--- config.mk ---
export PLATFORM = sky130hd
export DESIGN_NAME = shared_dram_ctrl
export DESIGN_NICKNAME = d
export VERILOG_FILES = /design/src/rtl/shdram_pkg.sv /design/src/rtl/slot_sequencer.sv /design/src/rtl/access_path.sv /design/src/rtl/refresh_monitor.sv /design/src/rtl/shared_dram_ctrl.sv
export SDC_FILE = /design/constraint.sdc
export NUM_CORES = 1
export LEC_CHECK = 0
export BUFFER_PORTS_ARGS = -buffer_cell sky130_fd_sc_hd__buf_2
export CORE_ASPECT_RATIO = 0.7
export CORE_MARGIN = 3
export CORE_UTILIZATION = 57
export CTS_BUF_LIST = sky130_fd_sc_hd__clkbuf_8 sky130_fd_sc_hd__clkbuf_16
export CTS_CLUSTER_DIAMETER = 100
export DETAILED_ROUTE_END_ITERATION = 10
export PLACE_DENSITY = 0.86
export SLEW_MARGIN = 10
export SYNTH_ARGS = -nofsm -noshare
export SYNTH_HDL_FRONTEND = slang
export SYNTH_SLANG_ARGS = --single-unit
--- constraint.sdc ---
create_clock -name clk -period 12.7 [get_ports clk]
set_input_delay 3.175 -clock clk [delete_from_list [all_inputs] [get_ports clk]]
set_output_delay 3.175 -clock clk [all_outputs]
set_load 0.02 [all_outputs]
--- src/rtl/shdram_pkg.sv ---
package shdram_pkg;
  localparam int ADDR_W     = 16;
  localparam int DATA_W     = 8;
  localparam int ROW_W      = 7;
  localparam int COL_W      = 7;
  localparam int BANK_W     = ADDR_W - ROW_W - COL_W;
  localparam int BANKS      = 3;
  localparam int SLOT_TICKS = 7;
  localparam int TICK_W     = $clog2(SLOT_TICKS);

  localparam logic [TICK_W-1:0] T_ROW  = TICK_W'(0);
  localparam logic [TICK_W-1:0] T_COL  = TICK_W'(1);
  localparam logic [TICK_W-1:0] T_CAS  = TICK_W'(2);
  localparam logic [TICK_W-1:0] T_CAPT = TICK_W'(5);
  localparam logic [TICK_W-1:0] T_LAST = TICK_W'(SLOT_TICKS - 1);

  typedef enum logic {OWN_VID = 1'b0, OWN_CPU = 1'b1} owner_e;
endpackage

--- src/rtl/slot_sequencer.sv ---
module slot_sequencer
  import shdram_pkg::*;
(
  input  logic              clk,
  input  logic              rst_n,
  output logic [TICK_W-1:0] tick,
  output owner_e            owner
);
  logic [TICK_W-1:0] tick_d;
  owner_e            owner_d;

  always_comb begin
    tick_d  = tick + TICK_W'(1);
    owner_d = owner;
    if (tick == T_LAST) begin
      tick_d  = T_ROW;
      owner_d = (owner == OWN_CPU) ? OWN_VID : OWN_CPU;
    end
  end

  always_ff @(posedge clk or negedge rst_n) begin
    if (!rst_n) begin
      tick  <= T_LAST;
      owner <= OWN_VID;
    end else begin
      tick  <= tick_d;
      owner <= owner_d;
    end
  end

  p_tick_bound_r5: assert property (@(posedge clk) disable iff (!rst_n)
    tick <= T_LAST);
  p_owner_held_r5: assert property (@(posedge clk) disable iff (!rst_n)
    (tick != T_LAST) |=> $stable(owner));
endmodule

--- src/rtl/access_path.sv ---
module access_path
  import shdram_pkg::*;
(
  input  logic              clk,
  input  logic              rst_n,
  input  logic [TICK_W-1:0] tick,
  input  owner_e            owner,
  input  logic [ADDR_W-1:0] cpu_addr,
  input  logic              cpu_wr,
  input  logic [DATA_W-1:0] cpu_wdata,
  input  logic [ADDR_W-1:0] vid_addr,
  input  logic [DATA_W-1:0] dram_din,
  output logic [ROW_W-1:0]  dram_addr,
  output logic              ras_n,
  output logic [BANKS-1:0]  cas_n,
  output logic              we_n,
  output logic [DATA_W-1:0] dram_dout,
  output logic [DATA_W-1:0] cpu_rdata,
  output logic              cpu_rvalid,
  output logic [DATA_W-1:0] vid_rdata,
  output logic              vid_rvalid,
  output logic              row_strobe,
  output logic [ROW_W-1:0]  strobe_row
);
  logic [ADDR_W-1:0] addr_q, addr_d;
  logic              wr_q, wr_d;
  logic [DATA_W-1:0] wd_q, wd_d;
  logic              load_en, capt_en, in_range;
  logic              ras_act, cas_act, col_sel;
  logic [BANK_W-1:0] bank;
  logic [DATA_W-1:0] cpu_rdata_d, vid_rdata_d;
  logic              cpu_rvalid_d, vid_rvalid_d;

  assign load_en  = (tick == T_LAST);
  assign capt_en  = (tick == T_CAPT);
  assign bank     = addr_q[ADDR_W-1 -: BANK_W];
  assign in_range = (bank < BANK_W'(BANKS));
  assign ras_act  = (tick <= T_CAPT);
  assign cas_act  = (tick >= T_CAS) && (tick <= T_CAPT);
  assign col_sel  = (tick >= T_COL);

  // next slot owner is the opposite of the current one
  always_comb begin
    addr_d = addr_q;
    wr_d   = wr_q;
    wd_d   = wd_q;
    if (load_en) begin
      if (owner == OWN_VID) begin
        addr_d = cpu_addr;
        wr_d   = cpu_wr;
        wd_d   = cpu_wdata;
      end else begin
        addr_d = vid_addr;
        wr_d   = 1'b0;
        wd_d   = '0;
      end
    end
  end

  always_comb begin
    cpu_rdata_d  = cpu_rdata;
    vid_rdata_d  = vid_rdata;
    cpu_rvalid_d = 1'b0;
    vid_rvalid_d = 1'b0;
    if (capt_en && in_range && !wr_q) begin
      if (owner == OWN_CPU) begin
        cpu_rdata_d  = dram_din;
        cpu_rvalid_d = 1'b1;
      end else begin
        vid_rdata_d  = dram_din;
        vid_rvalid_d = 1'b1;
      end
    end
  end

  always_ff @(posedge clk or negedge rst_n) begin
    if (!rst_n) begin
      addr_q     <= '0;
      wr_q       <= 1'b0;
      wd_q       <= '0;
      cpu_rdata  <= '0;
      vid_rdata  <= '0;
      cpu_rvalid <= 1'b0;
      vid_rvalid <= 1'b0;
    end else begin
      addr_q     <= addr_d;
      wr_q       <= wr_d;
      wd_q       <= wd_d;
      cpu_rdata  <= cpu_rdata_d;
      vid_rdata  <= vid_rdata_d;
      cpu_rvalid <= cpu_rvalid_d;
      vid_rvalid <= vid_rvalid_d;
    end
  end

  assign dram_addr  = col_sel ? addr_q[ROW_W +: COL_W] : addr_q[ROW_W-1:0];
  assign ras_n      = !ras_act;
  assign we_n       = !(wr_q && col_sel && ras_act);
  assign dram_dout  = wd_q;
  assign row_strobe = (tick == T_ROW);
  assign strobe_row = addr_q[ROW_W-1:0];

  for (genvar b = 0; b < BANKS; b++) begin : g_cas
    assign cas_n[b] = !(cas_act && (bank == BANK_W'(b)));
  end

  p_cas_onehot_r3: assert property (@(posedge clk) disable iff (!rst_n)
    $onehot0(~cas_n));
  p_cas_inside_ras_r2: assert property (@(posedge clk) disable iff (!rst_n)
    (cas_n != '1) |-> !ras_n);
  p_release_together_r4: assert property (@(posedge clk) disable iff (!rst_n)
    $rose(ras_n) |-> (cas_n == '1));
  p_we_cpu_only_r7: assert property (@(posedge clk) disable iff (!rst_n)
    !we_n |-> (owner == OWN_CPU));
  p_we_early_r7: assert property (@(posedge clk) disable iff (!rst_n)
    ($fell(&cas_n) && !we_n) |-> !$past(we_n));
  p_row_first_r1: assert property (@(posedge clk) disable iff (!rst_n)
    $fell(ras_n) |-> ($past(tick) == T_LAST));
endmodule

--- src/rtl/refresh_monitor.sv ---
module refresh_monitor
  import shdram_pkg::*;
#(
  parameter int WINDOW = 4096
) (
  input  logic             clk,
  input  logic             rst_n,
  input  logic             strobe,
  input  logic [ROW_W-1:0] row,
  output logic             err
);
  localparam int ROWS  = 1 << ROW_W;
  localparam int CNT_W = (WINDOW > 1) ? $clog2(WINDOW) : 1;

  logic [ROWS-1:0]  seen, seen_d, hit_vec, merged;
  logic [CNT_W-1:0] cnt, cnt_d;
  logic             err_d, win_end;

  assign hit_vec = strobe ? (ROWS'(1) << row) : '0;
  assign merged  = seen | hit_vec;
  assign win_end = (cnt == CNT_W'(WINDOW - 1));

  // a strobe on the closing cycle belongs to the new window
  always_comb begin
    cnt_d  = cnt + CNT_W'(1);
    seen_d = merged;
    err_d  = err;
    if (win_end) begin
      cnt_d  = '0;
      seen_d = hit_vec;
      err_d  = err | ~(&seen);
    end
  end

  always_ff @(posedge clk or negedge rst_n) begin
    if (!rst_n) begin
      cnt  <= '0;
      seen <= '0;
      err  <= 1'b0;
    end else begin
      cnt  <= cnt_d;
      seen <= seen_d;
      err  <= err_d;
    end
  end

  p_err_sticky_r9: assert property (@(posedge clk) disable iff (!rst_n)
    err |=> err);
  p_err_on_window_r9: assert property (@(posedge clk) disable iff (!rst_n)
    $rose(err) |-> ($past(cnt) == CNT_W'(WINDOW - 1)));
endmodule

--- src/rtl/shared_dram_ctrl.sv ---
module shared_dram_ctrl
  import shdram_pkg::*;
#(
  parameter int REFRESH_WINDOW = 4096
) (
  input  logic              clk,
  input  logic              rst_n,
  input  logic [ADDR_W-1:0] cpu_addr,
  input  logic              cpu_wr,
  input  logic [DATA_W-1:0] cpu_wdata,
  input  logic [ADDR_W-1:0] vid_addr,
  input  logic [DATA_W-1:0] dram_din,
  output logic [ROW_W-1:0]  dram_addr,
  output logic              ras_n,
  output logic [BANKS-1:0]  cas_n,
  output logic              we_n,
  output logic [DATA_W-1:0] dram_dout,
  output logic              cpu_phase,
  output logic [DATA_W-1:0] cpu_rdata,
  output logic              cpu_rvalid,
  output logic [DATA_W-1:0] vid_rdata,
  output logic              vid_rvalid,
  output logic              refresh_err
);
  logic [1:0]        rst_sync;
  logic              rst_int_n;
  logic [TICK_W-1:0] tick;
  owner_e            owner;
  logic              row_strobe;
  logic [ROW_W-1:0]  strobe_row;

  always_ff @(posedge clk or negedge rst_n) begin
    if (!rst_n) rst_sync <= 2'b00;
    else        rst_sync <= {rst_sync[0], 1'b1};
  end
  assign rst_int_n = rst_sync[1];

  slot_sequencer u_seq (
    .clk   (clk),
    .rst_n (rst_int_n),
    .tick  (tick),
    .owner (owner)
  );

  access_path u_path (
    .clk        (clk),
    .rst_n      (rst_int_n),
    .tick       (tick),
    .owner      (owner),
    .cpu_addr   (cpu_addr),
    .cpu_wr     (cpu_wr),
    .cpu_wdata  (cpu_wdata),
    .vid_addr   (vid_addr),
    .dram_din   (dram_din),
    .dram_addr  (dram_addr),
    .ras_n      (ras_n),
    .cas_n      (cas_n),
    .we_n       (we_n),
    .dram_dout  (dram_dout),
    .cpu_rdata  (cpu_rdata),
    .cpu_rvalid (cpu_rvalid),
    .vid_rdata  (vid_rdata),
    .vid_rvalid (vid_rvalid),
    .row_strobe (row_strobe),
    .strobe_row (strobe_row)
  );

  refresh_monitor #(.WINDOW(REFRESH_WINDOW)) u_mon (
    .clk    (clk),
    .rst_n  (rst_int_n),
    .strobe (row_strobe),
    .row    (strobe_row),
    .err    (refresh_err)
  );

  assign cpu_phase = (owner == OWN_CPU);

  p_rvalid_exclusive_r6: assert property (@(posedge clk) disable iff (!rst_int_n)
    !(cpu_rvalid && vid_rvalid));
endmodule

# Word level (Yosys, flattened, before mapping)
# Index checks and enable logic that the tools add are counted.
# totals
word_cells	60
input_bits	51
reg_bits	190
output_inout_bits	40
# classes
n_eq_ne	5
shifts	1
n_lt_le_gt_ge	4
addsub	2
n_reduce_logical	19
n_bitwise	4
muxes	12
# ops
operator	n
$mux W128	2
$or A128 B128 Y128	1
$reduce_and A128 Y1	1
$shl A1 B7 Y128 const A	1
$mux W16	1
$add A12 B1 Y12 const B	1
$eq A12 B12 Y1 const B	1
$mux W12	1
$logic_and A1 B1 Y1	8
$mux W8	1
$mux W7	1
$eq A3 B3 Y1 const B	2
$logic_not A1 Y1	6
$mux W1	5
$reduce_and A2 Y1	2
$add A3 B1 Y3 const B	1
$ge A3 B1 Y1 const B	1
$ge A3 B2 Y1 const B	1
$le A3 B3 Y1 const B	1
$logic_not A3 Y1	1
$mux W3	1
$eq A2 B1 Y1 const B	1
$eq A2 B2 Y1 const B	1
$logic_not A2 Y1	1
other kinds (3)	4

# Depth between registers and ports, before layout
# Gate-level depths: netlist of the first run.
# depth
ltp_word	4
depth_mapped	7
mapped_depth_nobuf	5

# Modules after synthesis
# Synthesis of the first run repeated with hierarchy kept, for this count alone.
# hier_totals
hier_cells	653
area_unflattened_um2	7771.2
# modules_own_cells
mod	n_inst	area_per_inst_um2	cells_per_inst
refresh_monitor	1	5595.4	467
access_path	1	1966.9	171
slot_sequencer	1	155.1	12
shared_dram_ctrl	1	53.8	3

# Worst setup path before layout of the first run
# Ideal clock, no wire load.
# synth_path
kind	register -> output
start	reg u_seq.tick[1]
end	out cas_n[0]
path_stages_with_launch	5
arrival_ps	1185
t_required_ps	9525
slack_ps	8340
cell_sequence	dfstp_2 -> inv_1 -> nor2_1 -> nor2_1 -> or3_1
# synth_between
elab_chain_len	4
word_cells_on_any_way	5
# synth_lines
item	line	source
start, declared	slot_sequencer.sv:6	output logic [TICK_W-1:0] tick,
start signal, assigned	slot_sequencer.sv:26	tick <= tick_d;
$ge A3 B2 Y1 or $le A3 B3 Y1 (tied branches)	access_path.sv:39	assign cas_act = (tick >= T_CAS) && (tick <= T_CAPT);
$logic_and A1 B1 Y1 *	access_path.sv:39	
$logic_and A1 B1 Y1 *	access_path.sv:104	assign cas_n[b] = !(cas_act && (bank == BANK_W'(b)));
$logic_not A1 Y1 *	access_path.sv:104	
end, declared	shared_dram_ctrl.sv:15	output logic [BANKS-1:0] cas_n,
# Every way passes the cells marked *; elsewhere a longest branch is shown, timed or not.

# Worst setup path in the final report of the first run
# layout_path
start	reg u_seq.tick[0]
end	out dram_addr[5]
# layout_between
elab_chain_len	2
# layout_lines
item	line	source
$ge A3 B1 Y1	access_path.sv:40	assign col_sel = (tick >= T_COL);
$mux W7	access_path.sv:96	assign dram_addr = col_sel ? addr_q[ROW_W +: COL_W] : addr_q[ROW_W-1:0];
end, declared	shared_dram_ctrl.sv:13	output logic [ROW_W-1:0] dram_addr,
# Every way passes these cells.

==> flow_metrics.py, run 1 <==
metrics = {
    "outcome": {
        "outcome": "completed",
    },
    "power_and_ir_drop": {
        "p_leak_nw": 4.12,
        "p_per_area_nw_per_um2": 139,
        "peakVddDrop_v": 0.000117,
        "combPwrFrac_pct": 5.1,
        "p_int_mw": 0.927,
        "p_seq_share_pct": 52.3,
        "p_switching_mw": 0.298,
        "swShare_pct": 24.3,
        "total_power_mw": 1.22,
        "p_clk_share_pct": 42.6,
    },
    "synth": {
        "ys_warn_count": 0,
        "synthTopCellsByArea": "dfrtp_1 (61%), a22o_1 (10%), nand2_1 (4.7%)",
        "synth_top_area_cell": "dfrtp_1",
        "synth_nets": 717,
        "synth_edf_count": 0,
        "synthDistinctLibCells": 40,
        "synth_area_per_cell_um2": 11.6,
        "syn_inst": 665,
        "yosysSeqAreaShare_pct": 61.5,
        "synth_ff_type": "dfrtp_1",
        "yosys.area.top_type_share_pct": 60.8,
        "synth_area_um2": 7740,
        "ys_async_sr_fraction_pct": 100,
        "ys_seq_elements": 190,
    },
    "timing": {
        "fin_crit_sh_pct": 40.6,
        "clock-skew-final_ns": 0.0117,
        "finalWorstSetupSlack_ns": 7.55,
        "tightest_slew_ns": 1.05,
        "fmax_mhz": 194,
        "hold_viol_final": 0,
        "setup_viol": 0,
        "maxSlewViolCount": 0,
        "min_period_ns": 5.15,
        "rsz0062_at_grt": "false",
        "setup_tns_ns": 0,
        "fin_worst_hold_slack_ns": 0.363,
        "slew_headroom_pct": 30.0,
    },
    "worst_setup_path": {
        "cp.arrival_ns": 1.98,
        "end_kind": "output pin",
        "start_kind": "flop",
        "crit_type": "flop to output pin",
        "path_max_fanout": 11,
        "required_ns": 9.52,
    },
    "clock_tree": {
        "cts-resized-gates": 0,
        "cts.path.max_buffers": 2,
        "cts_tree": "built",
        "clkLatencyLatePin_ns": 0.43,
        "postCtsSetupBuffers": 0,
        "h-tree-depth": 4,
        "clock_sinks": 190,
        "ctsRootBufferMaster": "clkbuf_16",
        "clk_pin_slew_worst_paths_ns": 0.08,
        "cts_buffers": 17,
        "hold_buffers": 0,
    },
    "grt": {
        "antenna_found_initial": 0,
        "overflow": 0,
        "grt_pass1_wl_um": 31600,
        "grt_max_degree": 130,
        "grt_usage_pct": 27.1,
        "grt_pass1_vias": 5948,
    },
    "detailed_routing": {
        "drtIter0Drc": 591,
        "drc_errors": 0,
        "wl_um": 19300,
        "avgRoutedWirePerCell_um": 20.7,
        "routed_via_density": 6.33,
        "firstDrtPassIters": 5,
        "postRouteAntennaNets": 0,
        "vias": 5896,
    },
    "job": {
        "maxCapViolations": 0,
    },
    "finish": {
        "fillers": 876,
        "drive_above_1_share_pct": 21.9,
        "n_antenna_cell": 0,
        "syn2layout_area_growth_pct": 14.2,
        "final_nets": 791,
    },
    "floorplan": {
        "rows": 34,
        "dieWidth_um": 145,
        "die_y_um": 103,
        "die-area_um2": 15000,
        "coreArea_um2": 12800,
        "initial_core_util_pct": 60.2,
        "ios": 91,
    },
    "place": {
        "gp_congestion": 0.882,
        "post-dp-hpwl_um": 12800,
        "place.port_buffers": 90,
        "dp_worst_setup_slack_ns": 8.05,
    },
    "min_path": {
        "worstHoldPathType": "flop to flop",
    },
}
## final timing paths
kind,startpoint,slack (ns),end,cells past startpoint
min in group asynchronous,rst_sync[1],0.39,u_path.dram_dout[0],0
worst max-delay path,u_seq.tick[0],7.55,dram_addr[5],4
worst min register to register,rst_sync[0],0.36,rst_sync[1],0
worst min-delay path,rst_sync[0],0.36,rst_sync[1],0
max in group asynchronous,rst_n,10.09,rst_sync[1],1
worst max register to register,u_seq.tick[0],10.27,u_mon.seen[22],4
## layout make-up
class / count / area, um2 / share of cell area [%]
Tap cell: 180 / 225 / 2.55
Inverter: 4 / 15.0 / 0.170
Sequential cell: 190 / 4760 / 53.9
Timing Repair Buffer: 100 / 529 / 5.99
Clock buffer: 17 / 425 / 4.82
Multi-Input combinational cell: 426 / 2720 / 30.8
Clock inverter: 15 / 156 / 1.77
## cell usage after synthesis, drive strengths merged, types with 2 or more instances
library cell,instances
dfrtp,188
nand2,98
a22o,88
o21ai,68
nand4,39
buf,25
clkbuf,20
nor2,20
nand2b,18
mux2,17
mux2i,16
nor3,9
nor4,9
nand3,7
or2,5
or3,5
xnor2,5
inv,4
xor2,4
and3,3
nor2b,3
and2,2
and4,2
dfstp,2
## cells by family after synthesis
kind of cell               after synthesis  share of synthesized area [%]
adders and majority gates                1                          0.162
DFF                                    190                           61.5
muxes                                   33                           4.54
xor gates and xnor gates                 9                           1.02
and+or+nand+nor                        223                           14.7
buffers and inverters                   49                           3.46
AOI/OAI and AO/OA                      159                           14.6
other                                    1                         0.0485
## layer usage
metal | global-route usage (%) | share of wire, %
met1 | 37.4 | 43
met2 | 42.0 | 46
met3 | 7.14 | 8.4
met4 | 11.4 | 2.9
met5 | 0 | 0
## registers in the layout, indices dropped and copies added, names as in the netlist
signal and flops:
rst_sync 2, u_mon.cnt 12, u_mon.err 1, u_mon.seen 128, u_path.addr_q 16, u_path.cpu_rdata 8, u_path.cpu_rvalid 1, u_path.dram_dout 8
u_path.vid_rdata 8, u_path.vid_rvalid 1, u_path.wr_q 1, u_seq.owner 1, u_seq.tick 3
## cell usage in the layout (no fill, tap or decap), types with 9 or more instances in the layout
cell and instances:
a22o_1 88, buf_2 90, buf_4 9, clkbuf_16 17
dfrtp_1 187, mux2_2 17, mux2i_1 16, nand2_1 97
nand2b_1 18, nand4_1 39, nor2_1 20, o21ai_0 57
o21ai_1 11
## stage by stage
stage / std cells / util (%) / instance area, um2
after CTS: 932 / 68.7 / 8830
after global routing: 932 / 68.7 / 8830
final: 932 / 68.7 / 8830
after global placement: 900 / 64.2 / 8250
after floorplan: 665 / - / 7740
after detailed placement: 900 / 64.2 / 8250
## critical path, stage by stage (launching register included)
cell and delay [ns]:
dfrtp_1 0.45, nor3_2 0.63, nand2_2 0.20, nand2_1 0.10, buf_2 0.16
## power by group through the flow
stage          logic [mW]  registers, mW  clock network (mW)
2_1_floorplan      0.0274          0.658                   0
3_3_place_gp       0.0597          0.650                   0
3_5_place_dp       0.0621          0.652                   0
4_1_cts            0.0626          0.641               0.524
5_1_grt            0.0685          0.644               0.555
6_report           0.0621          0.641               0.522
Note: power is estimated with default switching activity, not from simulation.
==> run 2, diff against run 1 <==
- CORE_UTILIZATION: 57 -> 52
- PLACE_DENSITY: 0.86 -> 0.83
- clock period: 12.7 -> 4.3 ns (I/O delays scaled with it)
==> flow_metrics.py, run 2 (same netlist as run 1, synthesis figures left out) <==
metrics = {
    "clock_tree": {
        "postCtsSetupBuffers": 0,
        "h-tree-depth": 4,
        "cts_buffers": 17,
        "clkLatencyLatePin_ns": 0.42,
        "clk_pin_slew_worst_paths_ns": 0.07,
        "cts-resized-gates": 0,
        "cts_tree": "built",
        "cts.path.max_buffers": 2,
        "hold_buffers": 0,
        "ctsRootBufferMaster": "clkbuf_16",
        "clock_sinks": 190,
    },
    "power_and_ir_drop": {
        "p_leak_nw": 4.17,
        "total_power_mw": 3.86,
        "p_per_area_nw_per_um2": 432,
        "peakVddDrop_v": 0.000267,
    },
    "worst_setup_path": {
        "r2r_start": "u_mon.cnt[0]",
        "crit_cells": 4,
        "reg2reg_depth": 5,
        "crit_type": "flop to output pin",
        "cp.arrival_ns": 1.93,
        "setup.worst_path.end": "dram_addr[5]",
        "cp_top_family": "simple AND/OR/NAND/NOR gates",
        "r2r_end": "u_mon.seen[24]",
        "path_cells": "nor3_2 -> nand2_2 -> nand2_1 -> buf_2",
        "critPathBufInv": 1,
        "path_max_fanout": 11,
        "startpoint": "u_seq.tick[0]",
        "cpMaxStageDelayCell": "nor3_2",
        "cpPeakStageDelay_ns": 0.60,
        "r2r_slack_ns": 1.68,
        "start_kind": "flop",
        "required_ns": 3.22,
        "end_kind": "output pin",
    },
    "place": {
        "place_inst": 909,
        "place.port_buffers": 90,
        "gp_congestion": 0.860,
        "post-dp-hpwl_um": 12800,
        "dp_worst_setup_slack_ns": 1.75,
    },
    "finish": {
        "mostFrequentLayoutCell": "dfrtp_1",
        "multi_input_comb_area_um2": 2720,
        "syn2layout_area_growth_pct": 15.4,
        "final_cell_mix": "dfrtp_1 (187), nand2_1 (97), buf_2 (90), a22o_1 (88), o21ai_0 (57)",
        "fillers": 1055,
        "drive_above_1_share_pct": 21.7,
        "top_register": "u_mon.seen",
        "layout.cells.non_filler": 941,
        "top_regs": "u_mon.seen (128), u_path.addr_q (16), u_mon.cnt (12)",
        "regArea_um2": 4760,
        "final_nets": 790,
        "largest_reg_flops": 128,
        "n_antenna_cell": 0,
    },
    "floorplan": {
        "ios": 91,
        "die-area_um2": 16400,
        "die_y_um": 108,
        "rows": 36,
        "dieWidth_um": 152,
        "initial_core_util_pct": 54.4,
        "coreArea_um2": 14200,
    },
    "grt": {
        "antenna_found_initial": 0,
        "grt_usage_pct": 24.6,
        "grt_pass1_vias": 5904,
        "grt_max_degree": 82,
        "grt_pass1_wl_um": 31000,
        "overflow": 0,
    },
    "detailed_routing": {
        "routed_via_density": 6.13,
        "met2_length_um": 8960,
        "avgRoutedWirePerCell_um": 20.5,
        "vias": 5767,
        "met3_length_um": 1580,
        "drtIter0Drc": 580,
        "drc_errors": 0,
        "postRouteAntennaNets": 0,
        "wl_um": 19300,
        "wl_met1_um": 8400,
        "top_layer_used": "met4",
        "firstDrtPassIters": 5,
    },
    "timing": {
        "tightest_slew_ns": 1.09,
        "min_period_ns": 3.00,
        "hold_viol_final": 0,
        "maxSlewViolCount": 0,
        "clock-skew-final_ns": 0.0115,
        "fin_crit_sh_pct": 69.9,
        "slew_headroom_pct": 27.1,
        "setup_tns_ns": 0,
        "rsz0062_at_grt": "false",
        "finalWorstSetupSlack_ns": 1.30,
        "fmax_mhz": 333,
        "setup_viol": 0,
    },
    "outcome": {
        "outcome": "completed",
    },
    "job": {
        "maxCapViolations": 0,
    },
    "min_path": {
        "worstHoldPathType": "flop to flop",
    },
}
==> run 2: report_power, final <==
part           switching, mW  leakage, nW  total [mW]  internal (mW)
clock network          0.687        0.331        1.78           1.09
logic                  0.100         1.51       0.179         0.0786
registers             0.0559         2.33        1.90           1.84
==> run 2: worst min path at each step <==
stage,start,end,cells past startpoint
detailed placement,rst_sync[0],rst_sync[1],0
global placement,rst_sync[0],rst_sync[1],0
CTS,rst_sync[0],rst_sync[1],0
finish,rst_sync[0],rst_sync[1],0
global route,rst_sync[0],rst_sync[1],0
floorplan,rst_sync[0],rst_sync[1],0
==> run 2: area by class of cell <==
cell class,count,area share [%]
Inverter,4,0.168
Sequential cell,190,53.3
Clock buffer,17,4.76
Multi-Input combinational cell,426,30.5
Tap cell,190,2.66
Clock inverter,15,2.69
Timing Repair Buffer,99,5.94
==> run 2: stage by stage <==
step / utilization [%] / hold WS (ns) / cell area (um2)
2_1_floorplan: - / 0.331 / 7740
3_3_place_gp: 58.1 / 0.344 / 8260
3_5_place_dp: 58.1 / 0.359 / 8260
4_1_cts: 62.7 / 0.384 / 8930
5_1_grt: 62.7 / 0.392 / 8930
6_report: 62.7 / 0.373 / 8930
==> run 2: routing by layer <==
metal / up-vias / global-route usage (%)
li1: 2540 / -
met1: 2936 / 33.8
met2: 259 / 37.6
met3: 32 / 8.09
met4: 0 / 7.50
met5: - / 0
